### src/rtl/sdp_pkg.sv
`timescale 1ns/1ps
package sdp_pkg;
    localparam int WORD_W = 8;
    localparam int CW_W   = $clog2(WORD_W + 1);

    typedef enum logic [1:0] {
        MODE_W4 = 2'b00,
        MODE_W8 = 2'b01,
        MODE_W3 = 2'b10,
        MODE_W2 = 2'b11
    } code_mode_e;

    function automatic logic [CW_W-1:0] code_width(input logic [1:0] mode);
        case (code_mode_e'(mode))
            MODE_W4: code_width = CW_W'(4);
            MODE_W8: code_width = CW_W'(8);
            MODE_W3: code_width = CW_W'(3);
            default: code_width = CW_W'(2);
        endcase
    endfunction

    function automatic logic [WORD_W-1:0] width_mask(input logic [CW_W-1:0] width);
        logic [WORD_W-1:0] m;
        for (int i = 0; i < WORD_W; i++) begin
            m[i] = (i < int'(width));
        end
        return m;
    endfunction
endpackage

### src/rtl/sdp_pin_sync.sv
`timescale 1ns/1ps
module sdp_pin_sync #(
    parameter int N      = 4,
    parameter int STAGES = 2
) (
    input  logic         clk,
    input  logic         rst_n,
    input  logic         clk_pin,
    input  logic [N-1:0] data_pin,
    output logic [N-1:0] data_s,
    output logic         rise_ev,
    output logic         fall_ev
);
    typedef struct packed {
        logic [STAGES-1:0][N:0] chain;
        logic                   prev;
    } sync_st_t;

    sync_st_t st_d, st_q;

    always_comb begin
        st_d = st_q;
        st_d.chain[0] = {data_pin, clk_pin};
        for (int s = 1; s < STAGES; s++) begin
            st_d.chain[s] = st_q.chain[s-1];
        end
        st_d.prev = st_q.chain[STAGES-1][0];
    end

    always_ff @(posedge clk or negedge rst_n) begin
        if (!rst_n) st_q <= '0;
        else        st_q <= st_d;
    end

    assign data_s  = st_q.chain[STAGES-1][N:1];
    assign rise_ev =  st_q.chain[STAGES-1][0] & ~st_q.prev;
    assign fall_ev = ~st_q.chain[STAGES-1][0] &  st_q.prev;
endmodule

### src/rtl/sdp_serializer.sv
`timescale 1ns/1ps
module sdp_serializer
    import sdp_pkg::*;
#(
    parameter int W = WORD_W
) (
    input  logic            clk,
    input  logic            rst_n,
    input  logic            load,
    input  logic            shift,
    input  logic            power_down,
    input  logic            pd_level,
    input  logic [W-1:0]    par,
    input  logic [CW_W-1:0] width,
    output logic            sdo
);
    typedef struct packed {
        logic [W-1:0] shreg;
        logic         out;
    } ser_st_t;

    ser_st_t st_d, st_q;
    logic [W-1:0] masked;
    logic [W-1:0] aligned;

    always_comb begin
        st_d    = st_q;
        masked  = par & width_mask(width);
        aligned = masked << (W - int'(width));
        if (power_down) begin
            st_d.shreg = '0;
            st_d.out   = pd_level;
        end else if (load) begin
            st_d.out   = aligned[W-1];
            st_d.shreg = {aligned[W-2:0], 1'b0};
        end else if (shift) begin
            st_d.out   = st_q.shreg[W-1];
            st_d.shreg = {st_q.shreg[W-2:0], 1'b0};
        end
    end

    always_ff @(posedge clk or negedge rst_n) begin
        if (!rst_n) st_q <= '0;
        else        st_q <= st_d;
    end

    assign sdo = st_q.out;
endmodule

### src/rtl/sdp_deserializer.sv
`timescale 1ns/1ps
module sdp_deserializer
    import sdp_pkg::*;
#(
    parameter int W     = WORD_W,
    parameter int IDX_W = 8
) (
    input  logic             clk,
    input  logic             rst_n,
    input  logic             sample,
    input  logic [IDX_W-1:0] idx,
    input  logic [CW_W-1:0]  width,
    input  logic             mute,
    input  logic             sdi,
    output logic [W-1:0]     word,
    output logic             valid
);
    typedef struct packed {
        logic [W-1:0] shreg;
        logic [W-1:0] word;
        logic         valid;
    } des_st_t;

    des_st_t st_d, st_q;

    always_comb begin
        st_d       = st_q;
        st_d.valid = 1'b0;
        if (sample && (int'(idx) < int'(width))) begin
            st_d.shreg = {st_q.shreg[W-2:0], sdi};
            if (int'(idx) == int'(width) - 1) begin
                st_d.valid = 1'b1;
                st_d.word  = mute ? '0 : (st_d.shreg & width_mask(width));
            end
        end
    end

    always_ff @(posedge clk or negedge rst_n) begin
        if (!rst_n) st_q <= '0;
        else        st_q <= st_d;
    end

    assign word  = st_q.word;
    assign valid = st_q.valid;
endmodule

### src/rtl/sdp_serial_port.sv
`timescale 1ns/1ps
module sdp_serial_port
    import sdp_pkg::*;
#(
    parameter int SYNC_STAGES = 2,
    parameter int IDX_W       = 8
) (
    input  logic              clk,
    input  logic              rst_n,
    input  logic              power_down,
    input  logic              bit_clk,
    input  logic              frame_sync,
    input  logic [1:0]        code_mode,
    input  logic              tx_mute,
    input  logic              rx_mute,
    input  logic [WORD_W-1:0] tx_pcm_word,
    input  logic [WORD_W-1:0] rx_pcm_word,
    input  logic [WORD_W-1:0] tx_code,
    output logic              tx_pcm_sdo,
    output logic              rx_pcm_sdo,
    output logic              tx_code_sdo,
    input  logic              tx_pcm_sdi,
    input  logic              rx_code_sdi,
    input  logic              rx_pcm_sdi,
    output logic [WORD_W-1:0] enc_pcm_word,
    output logic              enc_pcm_valid,
    output logic [WORD_W-1:0] dec_pcm_word,
    output logic              dec_pcm_valid,
    output logic [WORD_W-1:0] rx_code,
    output logic              rx_code_valid
);
    localparam int              N_IN    = 4;
    localparam logic [IDX_W-1:0] IDX_MAX = '1;
    localparam logic [CW_W-1:0]  PCM_W   = CW_W'(WORD_W);

    typedef struct packed {
        logic [IDX_W-1:0] idx;
        logic [CW_W-1:0]  width;
        logic             sync_prev;
    } frm_st_t;

    localparam frm_st_t FRM_RESET = '{idx: IDX_MAX, width: PCM_W, sync_prev: 1'b0};

    frm_st_t st_d, st_q;

    logic [N_IN-1:0] pins_s;
    logic            rise_ev, fall_ev;
    logic            sync_s, txpcm_s, rxcode_s, rxpcm_s;
    logic            rise_act, fall_act, frame_start, shift_en;
    logic [CW_W-1:0] new_width, cur_width;
    logic [WORD_W-1:0] tx_code_eff;

    sdp_pin_sync #(.N(N_IN), .STAGES(SYNC_STAGES)) u_sync (
        .clk      (clk),
        .rst_n    (rst_n),
        .clk_pin  (bit_clk),
        .data_pin ({rx_pcm_sdi, rx_code_sdi, tx_pcm_sdi, frame_sync}),
        .data_s   (pins_s),
        .rise_ev  (rise_ev),
        .fall_ev  (fall_ev)
    );

    assign {rxpcm_s, rxcode_s, txpcm_s, sync_s} = pins_s;

    always_comb begin
        rise_act    = rise_ev & ~power_down;
        fall_act    = fall_ev & ~power_down;
        frame_start = rise_act & sync_s & ~st_q.sync_prev;
        shift_en    = rise_act & ~frame_start;
        new_width   = code_width(code_mode);
        tx_code_eff = tx_mute ? '0 : tx_code;

        st_d = st_q;
        if (power_down) begin
            st_d = FRM_RESET;
        end else if (rise_act) begin
            st_d.sync_prev = sync_s;
            if (frame_start) begin
                st_d.idx   = '0;
                st_d.width = new_width;
            end else if (st_q.idx != IDX_MAX) begin
                st_d.idx = st_q.idx + IDX_W'(1);
            end
        end
    end

    always_ff @(posedge clk or negedge rst_n) begin
        if (!rst_n) st_q <= FRM_RESET;
        else        st_q <= st_d;
    end

    assign cur_width = st_q.width;

    sdp_serializer u_ser_txpcm (
        .clk(clk), .rst_n(rst_n), .load(frame_start), .shift(shift_en),
        .power_down(power_down), .pd_level(1'b0), .par(tx_pcm_word),
        .width(PCM_W), .sdo(tx_pcm_sdo)
    );

    sdp_serializer u_ser_rxpcm (
        .clk(clk), .rst_n(rst_n), .load(frame_start), .shift(shift_en),
        .power_down(power_down), .pd_level(1'b0), .par(rx_pcm_word),
        .width(PCM_W), .sdo(rx_pcm_sdo)
    );

    sdp_serializer u_ser_code (
        .clk(clk), .rst_n(rst_n), .load(frame_start), .shift(shift_en),
        .power_down(power_down), .pd_level(1'b1), .par(tx_code_eff),
        .width(new_width), .sdo(tx_code_sdo)
    );

    sdp_deserializer #(.IDX_W(IDX_W)) u_des_enc (
        .clk(clk), .rst_n(rst_n), .sample(fall_act), .idx(st_q.idx),
        .width(PCM_W), .mute(1'b0), .sdi(txpcm_s),
        .word(enc_pcm_word), .valid(enc_pcm_valid)
    );

    sdp_deserializer #(.IDX_W(IDX_W)) u_des_code (
        .clk(clk), .rst_n(rst_n), .sample(fall_act), .idx(st_q.idx),
        .width(st_q.width), .mute(rx_mute), .sdi(rxcode_s),
        .word(rx_code), .valid(rx_code_valid)
    );

    sdp_deserializer #(.IDX_W(IDX_W)) u_des_dec (
        .clk(clk), .rst_n(rst_n), .sample(rise_act), .idx(st_d.idx),
        .width(PCM_W), .mute(1'b0), .sdi(rxpcm_s),
        .word(dec_pcm_word), .valid(dec_pcm_valid)
    );
endmodule

### config.mk
export PLATFORM = sky130hd
export DESIGN_NAME = sdp_serial_port
export DESIGN_NICKNAME = d
export VERILOG_FILES = /design/src/rtl/sdp_pkg.sv /design/src/rtl/sdp_pin_sync.sv /design/src/rtl/sdp_serializer.sv /design/src/rtl/sdp_deserializer.sv /design/src/rtl/sdp_serial_port.sv
export SDC_FILE = /design/constraint.sdc
export NUM_CORES = 1
export LEC_CHECK = 0
export ABC_AREA = 0
export BUFFER_PORTS_ARGS = -buffer_cell sky130_fd_sc_hd__buf_2
export CORE_UTILIZATION = 45
export DETAILED_ROUTE_END_ITERATION = 10
export PLACE_DENSITY = 0.65
export SLEW_MARGIN = 10
export SYNTH_ARGS = -nofsm -noshare
export SYNTH_HDL_FRONTEND = slang
export SYNTH_SLANG_ARGS = --single-unit
### constraint.sdc
create_clock -name clk -period 3.2 [get_ports clk]
set_clock_uncertainty 0.15 [all_clocks]
set_input_delay 0.48 -clock clk [delete_from_list [all_inputs] [get_ports clk]]
set_output_delay 0.48 -clock clk [all_outputs]
set_load 0.01 [all_outputs]
## After elaboration in Yosys (flattened, before gate mapping)

Cells that the tools add are included.

| cells by class | value |
|---|---|
| add/sub/neg operators | 3 |
| $lt $le $gt $ge | 19 |
| equality and inequality tests | 6 |
| shift-type cells | 1 |
| muxes and demuxes | 23 |
| bitwise gates (word level) | 14 |
| reduce and logical (&&, ||, !) cells | 11 |

Operator list:

| cell | number |
|---|---|
| 9-bit 2-to-1 mux | 9 |
| 9-bit by 32-bit == test with 1-bit output | 1 |
| 3-bit by 4-bit < comparator with 1-bit output (first input constant) | 8 |
| 8-bit 2-to-1 mux | 4 |
| 8-bit by 32-bit left shift with 8-bit output | 1 |
| 13-bit 2-to-1 mux | 2 |
| 8-bit AND | 2 |
| 8-bit by 4-bit == test with 1-bit output (second input constant) | 2 |
| 1-bit by 4-bit < comparator with 1-bit output (first input constant) | 4 |
| 2-bit by 4-bit < comparator with 1-bit output (first input constant) | 4 |
| 8-bit by 4-bit < comparator with 1-bit output (second input constant) | 2 |
| 4-bit case mux with 3 select lines | 1 |
| 8-bit by 1-bit adder with 8-bit output (second input constant) | 1 |
| 8-bit by 4-bit < comparator with 1-bit output | 1 |
| 8-bit inequality test (second input constant) | 1 |
| 2-bit AND reduction | 4 |
| 1-bit AND | 7 |
| 1-bit 2-to-1 mux | 6 |
| 1-bit NOT | 5 |
| 4-bit by 1-bit subtractor with 5-bit output (second input constant) | 1 |
| 4-bit by 4-bit subtractor with 5-bit output (first input constant) | 1 |
| 4-bit 2-to-1 mux | 1 |
| 2-bit nonzero test | 2 |
| 1-bit logical AND | 3 |
| 4 further kinds | 4 |

| storage, ports and cells | value |
|---|---|
| register bits | 99 |
| bits of input ports | 36 |
| output and inout port bits | 30 |
| logic and storage cells | 98 |

## Logic depth before layout (Yosys ltp)

Gate-level depths: netlist (run 1).

| logic depth | value |
|---|---|
| depth in word-level cells | 11 |
| mapped depth | 8 |
| depth with buffers taken out | 8 |

## Hierarchy

Synthesis (run 1) repeated with hierarchy kept, for this count alone.

| second synthesis, totals | value |
|---|---|
| cells, all modules | 658 |
| area, all modules | 6652.6 um^2 |

By module, submodules not included:

| module | instances | cells each | area each (um^2) | sequential area each (um^2) |
|---|---|---|---|---|
| sdp_deserializer | 3 | 85 | 982.2 | 400.4 |
| sdp_serializer | 3 | 99 | 858.3 | 200.2 |
| sdp_serial_port | 1 | 89 | 810.8 | 336.6 |
| sdp_pin_sync | 1 | 17 | 320.3 | 275.3 |

## Worst setup path before layout (run 1)

OpenSTA, ideal clock, no wires.

| timing | value |
|---|---|
| path kind | register to register |
| start | register st_q[8] (netlist name) |
| end | register u_des_dec.st_q[10] (netlist name) |
| setup time | 0.125 ns |
| arrival | 2.378 ns |
| data required time | 2.925 ns |
| setup slack | 0.547 ns |
| cell stages (with the launch flop) | 9 |
| buffers on the path | 2 |
| clock period less this slack | 2.653 ns |
| cells stage by stage | dfstp_2 > clkbuf_1 > and3_1 > a31oi_1 > o21ai_0 > nand4_1 > or3b_2 > clkbuf_1 > mux2_2 |

| on the way | value |
|---|---|
| cells in the longest elaborated chain, start to end | 7 |
| elaborated cells between the ends (all ways) | 8 |
| those cells by class | 1 x add/sub; 1 x order compare; 1 x eq/ne; 4 x mux; 1 x reduce/logical |

Ends and longest elaborated chain:

| what | line | source |
|---|---|---|
| start: declaration | sdp_serial_port.sv:44 | `frm_st_t st_d, st_q;` |
| start signal: assignment | sdp_serial_port.sv:89 | `else st_q <= st_d;` |
| 8-bit by 1-bit adder with 8-bit output or 8-bit inequality test (tied branches) | sdp_serial_port.sv:82, sdp_serial_port.sv:81 |  |
| 8-bit 2-to-1 mux | sdp_serial_port.sv:81 | `end else if (st_q.idx != IDX_MAX) begin` |
| 8-bit 2-to-1 mux | sdp_serial_port.sv:78 | `if (frame_start) begin` |
| 13-bit 2-to-1 mux * | sdp_serial_port.sv:76 | `end else if (rise_act) begin` |
| 13-bit 2-to-1 mux * | sdp_serial_port.sv:74 | `if (power_down) begin` |
| 8-bit by 4-bit < comparator with 1-bit output * | sdp_deserializer.sv:29 | `if (sample && (int'(idx) < int'(width))) begin` |
| 1-bit logical AND * | sdp_deserializer.sv:29 |  |
| end signal: assignment | sdp_deserializer.sv:40 | `else st_q <= st_d;` |
| end: declaration | sdp_deserializer.sv:24 | `des_st_t st_d, st_q;` |

Every way passes the cells marked *; elsewhere a longest branch is shown, timed or not. The select of a mux whose other input is x is not followed.
A chain may end at the register's enable or synchronous reset.

## Final worst setup path (run 1)

| timing | value |
|---|---|
| start | register st_q[6] (netlist name) |
| end | register u_des_dec.st_q[10] (netlist name) |

The elaborated chain is that of the path after synthesis.

==> results of run 1 <==
-- stage by stage --
| stage | power (W) | util |
|---|---|---|
| 3_3_place_gp | 0.001544 | 0.4953 |
| 2_1_floorplan | 0.001456 | - |
| 5_1_grt | 0.002363 | 0.5143 |
| 6_report | 0.002237 | 0.5143 |
| 4_1_cts | 0.002274 | 0.5143 |
| 3_5_place_dp | 0.001549 | 0.4953 |
-- cell type report --
| class | instances | area [µm²] | share of cell area |
|---|---|---|---|
| Timing Repair Buffer | 75 | 417.9 | 0.08390 |
| Tap cell | 133 | 166.4 | 0.03341 |
| Inverter | 12 | 45.04 | 0.009043 |
| Clock buffer | 12 | 145.1 | 0.02914 |
| Multi-Input combinational cell | 233 | 1764 | 0.3542 |
| Clock inverter | 4 | 28.78 | 0.005777 |
| Sequential cell | 96 | 2414 | 0.4846 |
-- report_power, final --
part | leakage [nW] | switching [W] | internal [W]
Clock | 0.0830 | 0.000407 | 0.000306
Combinational | 1.13 | 0.000136 | 0.0000964
Sequential | 1.27 | 0.0000354 | 0.00126
-- path summary, 6_finish.rpt --
path	cells after the start	end	slack, ns
max in group asynchronous	3	st_q[7]	1.67
worst max-delay path	7	u_des_dec.st_q[10]	0.39
worst min register to register	0	u_sync.data_s[2]	0.20
worst max register to register	7	u_des_dec.st_q[10]	0.39
worst min-delay path	1	u_sync.st_d[10]	0.06
min in group asynchronous	2	u_des_enc.word[3]	0.50
-- cells by family after synthesis --
| kind of cell | after synthesis |
|---|---|
| buffers and inverters | 53 |
| AOI/OAI and AO/OA | 63 |
| adders and majority gates | 8 |
| and+or+nand+nor | 94 |
| DFF | 96 |
| xor gates and xnor gates | 6 |
| muxes | 62 |
-- flip-flops by register name, summed over array words and instances, names as in the netlist, 4 cells and up --
name,flops
st_q,9
u_des_code.word,8
u_des_dec.word,8
u_des_enc.word,8
u_des_code.st_q,7
u_des_dec.st_q,7
u_des_enc.st_q,7
u_ser_code.st_q,7
u_ser_rxpcm.st_q,7
u_ser_txpcm.st_q,7
u_sync.st_d,6
cur_width,4
u_sync.data_s,4
-- timing repair --
item                                    CTS  global route
hold endpoints to repair                 38             0
endpoints found under the setup margin    0             0
hold buffers                              1             0
-- layer usage --
layer | vias up | part of all wire
met5 | - | 0
met4 | 0 | 0.021
met3 | 12 | 0.038
met2 | 78 | 0.47
met1 | 1415 | 0.47
li1 | 1428 | -
-- cell usage after synthesis (all sizes together), types with 5 or more instances --
cell and count:
a21oi 12, buf 29, clkbuf 12, dfrtp 87, dfstp 9, ha 8
inv 12, mux2 44, mux2i 17, nand2 30, nand3 5, nand4 5
nor2 21, nor3 8, o21ai 24, o31ai 7, xnor2 5
==> out/metrics.yaml, run 1 <==
drive_gt1_frac: 0.3495
grt.total_usage: 0.1726
status: "finished, final reports clean"
cellPowerDensity_nw_per_um2: 449.0
met3_usage: 0.03244
antenna_found_initial: 0
grt_overflow: 0
crit_arrival_ns: 2.91
cts_tree: "built"
synth_flop_cell: "dfrtp_1"
worst_setup_path_start_kind: "flip-flop"
layout_commonest_cell: "dfrtp_1"
fin_crit_ns: 2.808
layout_common_cells: "dfrtp_1 (87), buf_2 (64), mux2_2 (44)"
end_kind: "flip-flop"
postSynthCellCount: 382
initial_utilization: 0.4616
drc_errors: 0
grt_pass1_wl_um: 13450
rsz0062_at_grt: "no"
clock_path_buffers: 2
finalHoldViolations: 0
synth_xor_area_frac: 0.01175
place_area_um2: 4797
vias: 2933
clkTransAtPathRegs_ns: 0.09
peakVddDrop_v: 0.0002551
ios: 66
yosys.area_share.simple: 0.1120
synth_area_leaders: "dfrtp_1 (49%), mux2_2 (11%), dfstp_2 (5.3%), buf_4 (4.0%), mux2i_1 (3.8%)"
yosys_warnings: 0
synthAdderAreaFrac: 0.02239
dieArea_um2: 10340
cts_num_sinks: 96
num_rows: 36
routed_wl_um: 8004
gr-max-usage-layer: "met2"
io_buffers: 65
max_cap_viol_count: 0
p_leak_nw: 2.481
syn_to_final_growth_pct: 11.42
cp_top_family: "simple AND/OR/NAND/NOR gates"
avgSynthCellArea_um2: 11.70
cts-root-buf: "clkbuf_8"
synth-seq-area-share: 0.5399
fin_cells: 565
n_antenna_cell: 0
hp-start: "rx_pcm_sdi"
r2r_start: "st_q[6]"
min_path_type: "input pin to flip-flop"
setup_viol: 0
finalWorstSetupSlack_ns: 0.3918
netlist-cell-type-count: 48
numCtsBuffers: 9
wl_per_cell_um: 14.17
syn-num-nets: 426
period_share: 0.8776
startpoint: "st_q[6]"
required_ns: 3.30
finalNetCount: 471
grtUsageMet1: 0.2347
cpPeakStageDelay_ns: 0.61
synth-async-reset-ratio: 1.000
cts_resized: 0
yosysTopAreaCellShare: 0.4870
netlist_area_um2: 4471
dieWidth_um: 101.7
critPathSlowestCell: "dfstp_2"
gr-usage-met2: 0.2625
clock_latency_ns: 0.36
dp_cells: 548
path_buf_inv: 0
cts_max_level: 3
vias_per_cell: 5.191
placeableCoreArea_um2: 9684
ys_ff_latch: 96
slew_headroom: 0.5258
dr.pass1.iters: 6
synth_top_family_by_area: "multiplexers"
gp_congestion: 0.8997
crit_chain: "ha_1 -> and3_1 -> a31oi_1 -> o21ai_0 -> nand4_1 -> or3b_2 -> mux2_2"
crit_type: "flip-flop to flip-flop"
design_area_um2: 4981
synth_compound_area_frac: 0.09460
tightest_slew_ns: 0.7074
final_max_slew_viol_count: 0
fin_setup_tns_ns: 0
fill_cells: 914
fp.dieH_um: 101.7
drtIter0Drc: 111
synth_largest_area_cell: "dfrtp_1"
whs_ns: 0.06483
grt_max_degree: 53
synth_edf_count: 0
critical_path.max_fanout: 7
place_ws_ns: 0.2973
max_freq_mhz: 356.1
dp_hpwl_um: 5688
postRouteAntennaNets: 0
muxShareOfSynthArea: 0.1539
cts_setup_buffers: 0
grt_pass1_vias: 2786
Note: power is estimated with default switching activity, not from simulation.
==> inputs of run 2 (changes only) <==
Settings changed: CELL_PAD_IN_SITES_DETAIL_PLACEMENT from default to 1, CELL_PAD_IN_SITES_GLOBAL_PLACEMENT from default to 2, CORE_UTILIZATION 45 to 38, PLACE_DENSITY 0.65 to default, PLACE_DENSITY_LB_ADDON from default to 0.1.
==> run 2 against run 1 <==
Against the previous run: final cell count increased by 1.9%; global-route usage decreased by 0.74 points; register-to-register slack got worse by 0.08 ns; hold slack improved by 0.023 ns; clock power increased by 47%; critical path depth unchanged; critical path type unchanged; critical endpoint is now u_des_dec.st_q[15].
==> out/metrics.yaml, run 2 (same netlist as run 1, synthesis figures left out) <==
crit_type: "flip-flop to flip-flop"
regMostFlops: "st_q"
p_leak_nw: 2.540
finalNetCount: 472
whs_ns: 0.08760
dr.pass1.iters: 4
grt_overflow: 0
vias_per_cell: 5.182
io_buffers: 65
postRouteAntennaNets: 0
critical_path.max_fanout: 7
grt.total_usage: 0.1652
dieArea_um2: 12200
p_total_w: 0.002579
cts_resized: 0
clock_latency_ns: 0.34
period_share: 0.9019
drc_errors: 0
worst_setup_path_start_kind: "flip-flop"
antenna_found_initial: 0
layout_common_cells: "dfrtp_1 (87), buf_2 (64), mux2_2 (44)"
status: "finished, final reports clean"
cts_tree: "built"
fin_setup_tns_ns: 0
clock_path_buffers: 2
max_freq_mhz: 346.5
fin_crit_ns: 2.886
max_cap_viol_count: 0
drive_gt1_frac: 0.3533
end_kind: "flip-flop"
drtIter0Drc: 118
cts_max_level: 3
cts_setup_buffers: 0
cellPowerDensity_nw_per_um2: 505.3
placeableCoreArea_um2: 11420
wl_per_cell_um: 15.91
tightest_slew_ns: 0.8719
numCtsBuffers: 9
cts_num_sinks: 96
clkTransAtPathRegs_ns: 0.07
initial_utilization: 0.3915
peakVddDrop_v: 0.0003267
dieWidth_um: 110.5
fill_cells: 1247
dp_hpwl_um: 6513
routed_wl_um: 9163
required_ns: 3.28
grt_pass1_wl_um: 15890
min_path_type: "input pin to flip-flop"
rsz0062_at_grt: "no"
hold_buffers: 0
slew_headroom: 0.4188
crit_arrival_ns: 2.97
gp_congestion: 0.7596
layout_commonest_cell: "dfrtp_1"
vias: 2985
n_antenna_cell: 0
num_rows: 39
ios: 66
syn_to_final_growth_pct: 14.19
largest_reg_flops: 9
finalHoldViolations: 0
cts-root-buf: "clkbuf_16"
setup_viol: 0
fp.dieH_um: 110.5
grt_pass1_vias: 3185
final_max_slew_viol_count: 0
grt_max_degree: 70
==> run 2: changes by cell type in the layout (fill, tap and decap cells not counted), sizes merged <==
cell	delta
buf	+2
bufinv	+1
clkbuf	-1
clkinv	+2
clkinvlp	-1
dlygate4sd3	-1
inv	-1
==> run 2: per-stage QoR <==
stage	utilization	setup slack, ns	cell area (µm²)	instances
after floorplan	-	0.5471	4471	382
after global placement	0.4214	0.4568	4812	560
after detailed placement	0.4214	0.3557	4812	560
after CTS	0.4471	0.3340	5105	576
after global routing	0.4471	0.2069	5105	576
final	0.4471	0.3140	5105	576
==> run 2: cell type report <==
type	count	area [µm²]	share of cell area
sequential	96	2414	0.4728
multi-input combinational	233	1764	0.3456
timing repair buffer	76	410.4	0.08039
clock buffer	11	232.7	0.04559
tap	143	178.9	0.03505
clock inverter	5	60.06	0.01176
inverter	12	45.04	0.008824
==> run 2: critical path, stage by stage, from the launching register on <==
cell	delay, ns
dfstp_2	0.61
ha_1	0.27
and3_1	0.33
a31oi_1	0.18
o21ai_0	0.12
nand4_1	0.19
or3b_2	0.61
mux2_2	0.31
==> run 2: worst paths after layout <==
check,slack (ns),endpoint,from,depth (start not counted)
max,0.31,u_des_dec.st_q[15],st_q[5],7
min,0.09,u_sync.st_d[7],frame_sync,1
max reg2reg,0.31,u_des_dec.st_q[15],st_q[5],7
min reg2reg,0.20,u_sync.data_s[0],u_sync.st_d[7],0
max in group asynchronous,1.98,st_q[12],rst_n,2
min in group asynchronous,0.11,u_des_code.valid,rst_n,1
==> run 2: layer usage <==
layer | global-route usage | vias up | share of wire
li1 | - | 1416 | -
met4 | 0.08267 | 0 | 0.019
met1 | 0.2222 | 1509 | 0.48
met3 | 0.02909 | 9 | 0.026
met2 | 0.2567 | 51 | 0.48
met5 | 0 | - | 0
==> run 2: report_power, final <==
group          internal [W]  leakage (nW)  switching [W]
Combinational     0.0000962          1.13       0.000141
Clock              0.000607         0.140       0.000441
Sequential          0.00126          1.27      0.0000374
Total               0.00196          2.54       0.000619
==> inputs of run 3 (changes only) <==
Settings changed: ABC_AREA 0 to default, SETUP_SLACK_MARGIN from default to 0.5.
==> run 3 against run 2 <==
Against the previous run: non-clock buffer count increased by 2; worst setup slack better by 0.29 ns; sequential cell count did not move; critical path type unchanged; largest cell class unchanged; largest power group unchanged.
==> out/metrics.yaml, run 3 (same netlist as run 1, synthesis figures left out) <==
status: "finished, final reports clean"
dp_hpwl_um: 6513
critical_path.max_fanout: 10
design_area_um2: 5155
setup_viol: 0
path_buf_inv: 1
end_kind: "flip-flop"
postRouteAntennaNets: 0
dieWidth_um: 110.5
max_cap_viol_count: 0
clkTransAtPathRegs_ns: 0.07
required_ns: 3.28
routed_wl_um: 9249
ios: 66
finalNetCount: 474
cp_top_family: "simple AND/OR/NAND/NOR gates"
clock_latency_ns: 0.34
crit_chain: "and4_2 -> a21oi_1 -> o31ai_2 -> nand3_2 -> nor4b_4 -> buf_6 -> mux2_2"
wl_per_cell_um: 16.00
n_antenna_cell: 0
max_freq_mhz: 385.3
layout_commonest_cell: "dfrtp_1"
placeableCoreArea_um2: 11420
numCtsBuffers: 9
dr.pass1.iters: 5
cts_tree: "built"
gp_congestion: 0.7596
crit_arrival_ns: 2.67
io_buffers: 65
drive_gt1_frac: 0.3701
drtIter0Drc: 130
clock_path_buffers: 2
worst_setup_path_start_kind: "flip-flop"
rsz0062_at_grt: "no"
fill_cells: 1243
vias_per_cell: 5.144
dieArea_um2: 12200
grt.total_usage: 0.1653
grt_pass1_vias: 3183
cp_num_cells: 7
tightest_slew_ns: 0.8693
fp.dieH_um: 110.5
final_max_slew_viol_count: 0
critPathSlowestCell: "dfstp_2"
layout_common_cells: "dfrtp_1 (87), buf_2 (64), mux2_2 (44)"
drc_errors: 0
num_rows: 39
fin_setup_tns_ns: 0
peakVddDrop_v: 0.0003265
grt_max_degree: 70
regMostFlops: "st_q"
largest_reg_flops: 9
crit_type: "flip-flop to flip-flop"
cts_num_sinks: 96
syn_to_final_growth_pct: 15.31
grt_overflow: 0
cpPeakStageDelay_ns: 0.64
grt_pass1_wl_um: 15900
place_area_um2: 4812
slew_headroom: 0.4205
min_path_type: "input pin to flip-flop"
finalHoldViolations: 0
period_share: 0.8110
initial_utilization: 0.3915
hold_path_depth: 1
vias: 2973
p_leak_nw: 2.554
r2r_slack_ns: 0.60
r2r_cells: 7
cts_max_level: 3
cellPowerDensity_nw_per_um2: 502.6
cts-root-buf: "clkbuf_16"
fin_crit_ns: 2.595
antenna_found_initial: 0
[run 3: worst paths after layout]
check                                     to           start
max                        u_des_dec.word[6]         st_q[9]
min                           u_sync.st_d[7]      frame_sync
max reg2reg                u_des_dec.word[6]         st_q[9]
min reg2reg                 u_sync.data_s[0]  u_sync.st_d[7]
max in group asynchronous           st_q[12]           rst_n
min in group asynchronous   u_des_code.valid           rst_n
[run 3: final cells by class]
type | count | area, µm² | share of cell area
multi-input combinational | 233 | 1795 | 0.3483
clock inverter | 5 | 60.06 | 0.01165
tap | 143 | 178.9 | 0.03471
clock buffer | 11 | 232.7 | 0.04515
inverter | 12 | 45.04 | 0.008738
sequential | 96 | 2414 | 0.4682
timing repair buffer | 78 | 429.2 | 0.08325
[run 3: metrics by stage]
step | util | hold slack, ns | power [W] | cells | setup WS (ns)
floorplan | - | 0.03441 | 0.001456 | 382 | 0.5471
global placement | 0.4214 | 0.1813 | 0.001551 | 560 | 0.4568
detailed placement | 0.4214 | 0.1881 | 0.001558 | 560 | 0.3557
CTS | 0.4481 | 0.06960 | 0.002633 | 576 | 0.5147
global route | 0.4515 | 0.07394 | 0.002712 | 578 | 0.4923
finish | 0.4515 | 0.08691 | 0.002591 | 578 | 0.6048
[run 3: repair_timing]
| action | CTS | global route |
|---|---|---|
| resized for setup | 4 | 7 |
| endpoints found under the setup margin | 15 | 16 |
| hold buffers | 0 | 0 |
| buffers inserted | 0 | 2 |
| pin swaps | 1 | 1 |
[run 3: per-layer routing]
| layer | track usage | vias up | part of all wire |
|---|---|---|---|
| met2 | 0.2576 | 48 | 0.47 |
| met3 | 0.02909 | 10 | 0.026 |
| met5 | 0 | - | 0 |
| met4 | 0.08267 | 0 | 0.022 |
| met1 | 0.2219 | 1489 | 0.48 |
| li1 | - | 1426 | - |
[run 3: report_power, final]
| group | switching (W) | internal [W] |
|---|---|---|
| clock | 0.000442 | 0.000607 |
| combinational | 0.000144 | 0.000103 |
| sequential | 0.0000384 | 0.00126 |
[run 3: worst register-to-register path, cell delays in order, from the launching register on]
cell and delay [ns]:
dfstp_2 0.64, and4_2 0.33, a21oi_1 0.10, o31ai_2 0.34, nand3_2 0.16, nor4b_4 0.25
buf_6 0.18, mux2_2 0.34
